==> src/rtl/rnst_pkg.sv <==
package rnst_pkg;

  typedef enum logic [1:0] {
    OP_ARITH = 2'b00,
    OP_LOAD  = 2'b01,
    OP_STORE = 2'b10,
    OP_RSVD  = 2'b11
  } issue_op_e;

  // Strobes from control to datapath
  typedef struct packed {
    logic renameEn;
    logic bcEn;
  } rnst_strobe_t;

endpackage

==> src/rtl/rnst_ctrl.sv <==
module rnst_ctrl
  import rnst_pkg::*;
#(
  parameter int TAG_W = 3
) (
  input  logic             issueValid,
  input  logic [1:0]       issueOp,
  input  logic [TAG_W-1:0] issueTag,
  input  logic             bcValid,
  input  logic [TAG_W-1:0] bcTag,
  output rnst_strobe_t     strobes
);

  logic opRenames;

  always_comb begin
    unique case (issue_op_e'(issueOp))
      OP_ARITH, OP_LOAD: opRenames = 1'b1;
      default:           opRenames = 1'b0;
    endcase
  end

  // Tag zero is the "ready" code; it never names a station.
  always_comb begin
    strobes.renameEn = issueValid && opRenames && (issueTag != '0);
    strobes.bcEn     = bcValid && (bcTag != '0);
  end

endmodule

==> src/rtl/rnst_datapath.sv <==
module rnst_datapath
  import rnst_pkg::*;
#(
  parameter int NUM_REGS = 8,
  parameter int TAG_W    = 3,
  parameter int DATA_W   = 16,
  parameter int NUM_SRC  = 2,
  localparam int IDX_W   = (NUM_REGS > 1) ? $clog2(NUM_REGS) : 1
) (
  input  logic              clk,
  input  logic              rst,
  input  rnst_strobe_t      strobes,
  input  logic [IDX_W-1:0]  issueDst,
  input  logic [TAG_W-1:0]  issueTag,
  input  logic [TAG_W-1:0]  bcTag,
  input  logic [DATA_W-1:0] bcValue,
  input  logic [IDX_W-1:0]  srcIdx [NUM_SRC],
  output logic [DATA_W-1:0] srcVal [NUM_SRC],
  output logic [TAG_W-1:0]  srcTag [NUM_SRC]
);

  logic [TAG_W-1:0]  tagQ [NUM_REGS];
  logic [DATA_W-1:0] valQ [NUM_REGS];

  // Per-register storage with rename-over-broadcast priority
  for (genvar r = 0; r < NUM_REGS; r++) begin : g_reg
    logic renameHit;
    logic bcHit;

    assign renameHit = strobes.renameEn && (issueDst == IDX_W'(r));
    assign bcHit     = strobes.bcEn && (tagQ[r] == bcTag);

    always_ff @(posedge clk) begin
      if (rst) begin
        tagQ[r] <= '0;
        valQ[r] <= '0;
      end else if (renameHit) begin
        tagQ[r] <= issueTag;
      end else if (bcHit) begin
        tagQ[r] <= '0;
        valQ[r] <= bcValue;
      end
    end
  end

  // Read ports with same-cycle broadcast forwarding
  for (genvar p = 0; p < NUM_SRC; p++) begin : g_port
    logic [TAG_W-1:0]  curTag;
    logic [DATA_W-1:0] curVal;
    logic [TAG_W-1:0]  outTag;
    logic [DATA_W-1:0] outVal;

    assign curTag = tagQ[srcIdx[p]];
    assign curVal = valQ[srcIdx[p]];

    always_comb begin
      if (curTag == '0) begin
        outTag = '0;
        outVal = curVal;
      end else if (strobes.bcEn && (curTag == bcTag)) begin
        outTag = '0;
        outVal = bcValue;
      end else begin
        outTag = curTag;
        outVal = '0;
      end
    end

    assign srcTag[p] = outTag;
    assign srcVal[p] = outVal;
  end

endmodule

==> src/rtl/rename_status_table.sv <==
module rename_status_table
  import rnst_pkg::*;
#(
  parameter int NUM_REGS = 8,
  parameter int TAG_W    = 3,
  parameter int DATA_W   = 16,
  localparam int IDX_W   = (NUM_REGS > 1) ? $clog2(NUM_REGS) : 1
) (
  input  logic              clk,
  input  logic              rst,
  input  logic              issueValid,
  input  logic [1:0]        issueOp,
  input  logic [IDX_W-1:0]  issueDst,
  input  logic [TAG_W-1:0]  issueTag,
  input  logic [IDX_W-1:0]  srcAIdx,
  input  logic [IDX_W-1:0]  srcBIdx,
  output logic [DATA_W-1:0] srcAValue,
  output logic [TAG_W-1:0]  srcATag,
  output logic [DATA_W-1:0] srcBValue,
  output logic [TAG_W-1:0]  srcBTag,
  input  logic              bcValid,
  input  logic [TAG_W-1:0]  bcTag,
  input  logic [DATA_W-1:0] bcValue
);

  localparam int NUM_SRC = 2;

  rnst_strobe_t      strobes;
  logic [IDX_W-1:0]  srcIdx [NUM_SRC];
  logic [DATA_W-1:0] srcVal [NUM_SRC];
  logic [TAG_W-1:0]  srcTag [NUM_SRC];

  assign srcIdx[0] = srcAIdx;
  assign srcIdx[1] = srcBIdx;

  rnst_ctrl #(.TAG_W(TAG_W)) u_ctrl (
    .issueValid (issueValid),
    .issueOp    (issueOp),
    .issueTag   (issueTag),
    .bcValid    (bcValid),
    .bcTag      (bcTag),
    .strobes    (strobes)
  );

  rnst_datapath #(
    .NUM_REGS (NUM_REGS),
    .TAG_W    (TAG_W),
    .DATA_W   (DATA_W),
    .NUM_SRC  (NUM_SRC)
  ) u_dp (
    .clk      (clk),
    .rst      (rst),
    .strobes  (strobes),
    .issueDst (issueDst),
    .issueTag (issueTag),
    .bcTag    (bcTag),
    .bcValue  (bcValue),
    .srcIdx   (srcIdx),
    .srcVal   (srcVal),
    .srcTag   (srcTag)
  );

  assign srcAValue = srcVal[0];
  assign srcATag   = srcTag[0];
  assign srcBValue = srcVal[1];
  assign srcBTag   = srcTag[1];

endmodule

==> config.mk <==
export PLATFORM = sky130hd
export DESIGN_NAME = rename_status_table
export DESIGN_NICKNAME = d
export VERILOG_FILES = /design/src/rtl/rnst_pkg.sv /design/src/rtl/rnst_ctrl.sv /design/src/rtl/rnst_datapath.sv /design/src/rtl/rename_status_table.sv
export SDC_FILE = /design/constraint.sdc
export NUM_CORES = 1
export LEC_CHECK = 0
export ABC_AREA = 1
export BUFFER_PORTS_ARGS = -buffer_cell sky130_fd_sc_hd__buf_2
export CAP_MARGIN = 20
export CORE_ASPECT_RATIO = 2
export CORE_MARGIN = 2
export CORE_UTILIZATION = 60
export CTS_BUF_LIST = sky130_fd_sc_hd__clkbuf_4 sky130_fd_sc_hd__clkbuf_8 sky130_fd_sc_hd__clkbuf_16
export DETAILED_ROUTE_END_ITERATION = 8
export PLACE_DENSITY = 0.83
export SLEW_MARGIN = 20
export SYNTH_ARGS = -nofsm -noshare
export SYNTH_HDL_FRONTEND = slang
export SYNTH_HIERARCHICAL = 1
export SYNTH_SLANG_ARGS = --single-unit
==> constraint.sdc <==
create_clock -name clk -period 4.8 [get_ports clk]
set_input_delay 0.48 -clock clk [delete_from_list [all_inputs] [get_ports clk]]
set_output_delay 0.48 -clock clk [all_outputs]
set_load 0.1 [all_outputs]
==> impl_metrics.json, run 1 <==
{
  "syn-cell-area_mm2": 0.0101,
  "htreeDepth": 4,
  "required_ps": 4320,
  "yosys_warnings": 6,
  "cp-start-kind": "input pin",
  "synth_cells": 1284,
  "fmax_ghz": 0.268,
  "synth_cell_types": 34,
  "grt_start_max_net_pins": 82,
  "io_buffer_count": 73,
  "gp_congestion": 0.905,
  "synthAdderAreaFrac": 0,
  "synth_compound_area_frac": 0.159,
  "slew_headroom": 0.281,
  "synth_ff_type": "edfxtp_1",
  "min-delay-path-class": "in2reg",
  "die_area_mm2": 0.0179,
  "post_cts_buffers": 0,
  "period_needed_ps": 3730,
  "die_y_um": 187,
  "clock_path_buffers": 2,
  "cts_resized": 0,
  "yosysTopAreaCell": "edfxtp_1",
  "synth-seq-cells": 152,
  "drtIter0Drc": 1382,
  "synthTopCellsByArea": "edfxtp_1 45%, nand2_1 11%, nor2_1 8.6%",
  "setup_viol": 0,
  "run_status": "complete, no violations",
  "tightest_slew_ps": 1080,
  "numCtsBuffers": 17,
  "pin_count": 75,
  "synth_mux_area_frac": 0,
  "ff2ff_setup_slack_ps": 2490,
  "die_w_um": 95.6,
  "hold_buffers": 0,
  "power.density_mw_per_mm2": 339,
  "setup_tns_ps": 0,
  "worstPathMaxFanout": 81,
  "clkTransAtPathRegs_ps": 60,
  "synthArstFlopShare": 0,
  "cts.sinks": 152,
  "crit_arrival_ps": 3250,
  "wl_um": 30200,
  "finClkSkew_ps": 9.69,
  "gr-total-overflow": 0,
  "root_buffer": "clkbuf_16",
  "seq_area_frac_synth": 0.453,
  "hold_viol_final": 0,
  "grt_pass1_vias": 9154,
  "grt_usage": 0.345,
  "start_util": 0.607,
  "core_mm2": 0.0166,
  "hpwl_um": 18200,
  "synth_top_family_by_area": "simple AND/OR/NAND/NOR gates",
  "mostFrequentLayoutCell": "nand2_1",
  "antenna_cells": 0,
  "antenna_found_initial": 0,
  "design_power_total_w": 0.00367,
  "rsz0062_at_grt": "false",
  "synth-edff-count": 152,
  "min_period_over_period": 0.778,
  "mostFrequentLayoutCells": "285 x nand2_1, 232 x nor2_1, 163 x o21ai_0",
  "drtAntennaViolNets": 0,
  "synth_nets": 1321,
  "ir_drop_uv": 295,
  "drive_above_1_share": 0.169,
  "syn_avg_cell_area_um2": 7.85,
  "end_kind": "primary output",
  "via_per_inst": 6.23,
  "drv_cap": 0,
  "seq_area_mm2": 0.00456,
  "cts_tree": "yes",
  "grt_pass1_wl_um": 46600,
  "netlist.area_leader.share": 0.453,
  "syn2layout_area_growth_pct": 7.44,
  "path_class": "in2out",
  "fill_cells": 1367,
  "yosys.area_share.simple": 0.291,
  "finalNetCount": 1340,
  "drc": 0,
  "insertion_delay_ps": 430,
  "drtPass1Iterations": 6,
  "wl_per_cell_um": 19.8,
  "slew_viol_final": 0,
  "synthXorXnorAreaFrac": 0,
  "route.vias.total": 9485,
  "multi_input_area_mm2": 0.00453,
  "cellLeakagePower_nw": 4.85,
  "rows": 67
}
==> power breakdown <==
group | switching (W) | internal (W) | leakage (nW)
Sequential | 0.0000293 | 0.00153 | 1.58
Combinational | 0.000654 | 0.000168 | 3.00
Clock | 0.000552 | 0.000729 | 0.275
==> metrics by stage <==
step	instance area, um^2	setup slack [ps]	hold slack, ps	std cells	utilization
2_1_floorplan	10100	2000	768	1284	-
3_3_place_gp	10300	1370	897	1491	0.618
3_5_place_dp	10300	1320	931	1491	0.618
4_1_cts	10800	1250	497	1523	0.652
5_1_grt	10800	1080	522	1523	0.652
6_report	10800	1070	509	1523	0.652
==> final timing paths <==
kind	from	endpoint	cells after the start
setup reg to reg	u_dp/tagQ[6][2]	u_dp/tagQ[6][0]	5
hold / removal	bcValue[12]	u_dp/valQ[3][12]	3
hold reg to reg	u_dp/tagQ[4][2]	u_dp/tagQ[4][1]	4
setup / recovery	srcAIdx[0]	srcAValue[8]	9
==> Yosys cell counts (2+ instances only) <==
cell type / instances
nand4_1: 2
inv_2: 19
a211oi_2: 2
buf_1: 5
o21ai_0: 163
a21oi_2: 7
nand3_4: 7
buf_2: 21
a21oi_4: 2
o22ai_1: 6
a21oi_1: 67
buf_6: 12
nand3_2: 41
or2_2: 2
o21ai_1: 31
nand3_1: 39
nor2_1: 232
a221oi_2: 6
a211oi_1: 6
clkbuf_1: 30
buf_8: 2
nand2_4: 6
buf_4: 7
nand2_2: 13
inv_1: 109
nand2_1: 285
nor2_8: 4
edfxtp_1: 152
==> critical path: stages <==
cell and delay, ps:
buf_2 500, buf_4 710, o21ai_0 330, o21ai_0 370
nand2_1 110, nand2_1 100, nand2_1 50, nand2_1 110
buf_2 450
==> cells by family after synthesis <==
family                 count (synthesis)
AO/OA/AOI/OAI                        290
buffers and inverters                210
flip-flops                           152
AND/OR/NAND/NOR                      632
==> state kept, by name, indices dropped and copies added (netlist names) <==
signal and cells:
u_dp/tagQ 24, u_dp/valQ 128
==> layer usage <==
metal,up-vias,track usage,part of all wire
met5,-,0,0
li1,4269,-,-
met1,4390,0.413,0.34
met4,0,0.211,0.051
met2,678,0.553,0.50
met3,148,0.0770,0.11
==> area by class of cell <==
type | instances | area share
Clock inverter | 13 | 0.0112
Sequential cell | 152 | 0.422
Tap cell | 207 | 0.0239
Clock buffer | 19 | 0.0407
Inverter | 132 | 0.0472
Timing Repair Buffer | 78 | 0.0372
Multi-Input combinational cell | 922 | 0.418
Power figures use the tool's default switching activity.
==> run 2, diff against run 1 <==
Settings changed: CORE_UTILIZATION 60 to 56, PLACE_DENSITY 0.83 to 0.81.
Clock period 4.8 ns to 3 ns, I/O delays scaled along.
==> run 2 against run 1 <==
  * Global-route usage fell by 1.4 points
  * Clock power rose by 75%
  * Clock-buffer cell count fell by 1
  * Clock skew fell by 2.2 ps
  * Total power rose by 70%
  * Register-to-register slack got worse by 1300 ps
  * First-iteration DRC count rose by 9.0%
  * Routed wire length rose by 5.2%
  * Final cell count rose by 2.2%
  * Via count rose by 1.3%
  * Design area rose by 7.3%
  * Die area rose by 6.9%
  * Critical endpoint is now srcAValue[4]
  * Largest power group unchanged
==> impl_metrics.json, run 2 (synthesis gave the netlist of run 1 again) <==
{
  "run_status": "complete, no violations",
  "path_class": "reg2out",
  "start_util": 0.569,
  "route.vias.total": 9613,
  "gr-total-overflow": 0,
  "drtPass1Iterations": 8,
  "via_per_inst": 6.18,
  "cellLeakagePower_nw": 5.12,
  "place_inst": 1524,
  "drv_cap": 0,
  "insertion_delay_ps": 430,
  "worstPathMaxFanout": 17,
  "io_buffer_count": 73,
  "setup_ws_ps": 87.8,
  "rsz0062_at_grt": "false",
  "slew_headroom": 0.608,
  "root_buffer": "clkbuf_16",
  "setup_viol": 0,
  "power.density_mw_per_mm2": 537,
  "hold_ws_ps": 320,
  "crit_arrival_ps": 2610,
  "die_y_um": 194,
  "top_regs": "u_dp/valQ: 128 flops, u_dp/tagQ: 24 flops",
  "regMostFlops": "u_dp/valQ",
  "fmax_ghz": 0.343,
  "gp_congestion": 0.939,
  "mostFrequentLayoutCells": "285 x nand2_1, 232 x nor2_1, 163 x o21ai_0",
  "die_area_mm2": 0.0191,
  "period_needed_ps": 2910,
  "finalNonFillerCells": 1556,
  "crit_path_top_delay_cell": "edfxtp_1",
  "grt_usage": 0.331,
  "cp_common_cell": "nand2_1",
  "slew_viol_final": 0,
  "die_w_um": 98.8,
  "tightest_slew_ps": 589,
  "numCtsBuffers": 17,
  "grt_pass1_wl_um": 48600,
  "wl_per_cell_um": 20.4,
  "dpl_worst_slack_ps": 398,
  "cts_tree": "yes",
  "rows": 69,
  "grt_start_max_net_pins": 67,
  "end_kind": "primary output",
  "crit_chain": "inv_1, nand2_1, nand3_2, nand3_4, nand2_2, nand3_4, inv_4, nand2_1, nand2_1, buf_12",
  "clkTransAtPathRegs_ps": 70,
  "antenna_found_initial": 0,
  "htreeDepth": 4,
  "clock_path_buffers": 2,
  "min_period_over_period": 0.971,
  "cp-start-kind": "flip-flop",
  "finalNetCount": 1367,
  "drtIter0Drc": 1506,
  "hold_viol_final": 0,
  "pin_count": 75,
  "drtAntennaViolNets": 0,
  "finClkSkew_ps": 7.48,
  "drive_above_1_share": 0.185,
  "hpwl_um": 20500,
  "required_ps": 2700,
  "min-delay-path-class": "in2reg",
  "slowest_delay_ps": 410,
  "syn2layout_area_growth_pct": 15.3,
  "core_mm2": 0.0177,
  "setup_tns_ps": 0,
  "largest_register_ffs": 128,
  "grt_pass1_vias": 9644,
  "drc": 0,
  "hold_buffers": 0,
  "design_power_total_w": 0.00624,
  "cts.sinks": 152,
  "mostFrequentLayoutCell": "nand2_1",
  "wl_um": 31700,
  "antenna_cells": 0,
  "ir_drop_uv": 475
}
## run 2: power breakdown
group	internal, W	total, W	switching, W
Clock	0.00134	0.00224	0.000899
Combinational	0.000404	0.00150	0.00109
Sequential	0.00245	0.00250	0.0000470
Total	0.00420	0.00624	0.00204
## run 2: repair_timing
item                                    4_1_cts  5_1_grt
buffers inserted                              0        0
endpoints found under the setup margin        0        1
endpoints found under the hold margin         0        0
resized for setup                             0        1
## run 2: layer usage
metal,wire [um],track usage,vias up
met3,3240,0.0818,239
met5,0,0,-
li1,-,-,4334
met1,9270,0.319,4345
met2,16600,0.588,695
met4,2620,0.250,0
## run 2: area by class of cell
class,count,area (um^2)
fillers,1375,6080
flip-flops and latches,152,4560
multi-input cells,922,4530
repair buffers,105,1130
inverters,132,510
clock buffers,18,433
well taps,213,267
clock inverters,14,190
## run 2: stage by stage
| stage | cell area, um^2 | utilization |
|---|---|---|
| after floorplan | 10100 | - |
| after global placement | 11000 | 0.621 |
| after detailed placement | 11000 | 0.621 |
| after CTS | 11600 | 0.656 |
| after global routing | 11600 | 0.656 |
| final | 11600 | 0.656 |
## run 2: critical path, delay by kind of cell (launching register included)
family	cells	cell delay [ps]
buf+inv	3	630
flops	1	410
simple gates	7	1110
## run 2: worst paths after layout
kind / from / end / slack, ps / cells after the start
max: u_dp/tagQ[1][2] / srcAValue[4] / 90 / 10
min: bcValue[15] / u_dp/valQ[0][15] / 320 / 3
max reg2reg: u_dp/tagQ[5][2] / u_dp/valQ[5][2] / 1230 / 6
min reg2reg: u_dp/tagQ[3][0] / u_dp/tagQ[3][0] / 860 / 3
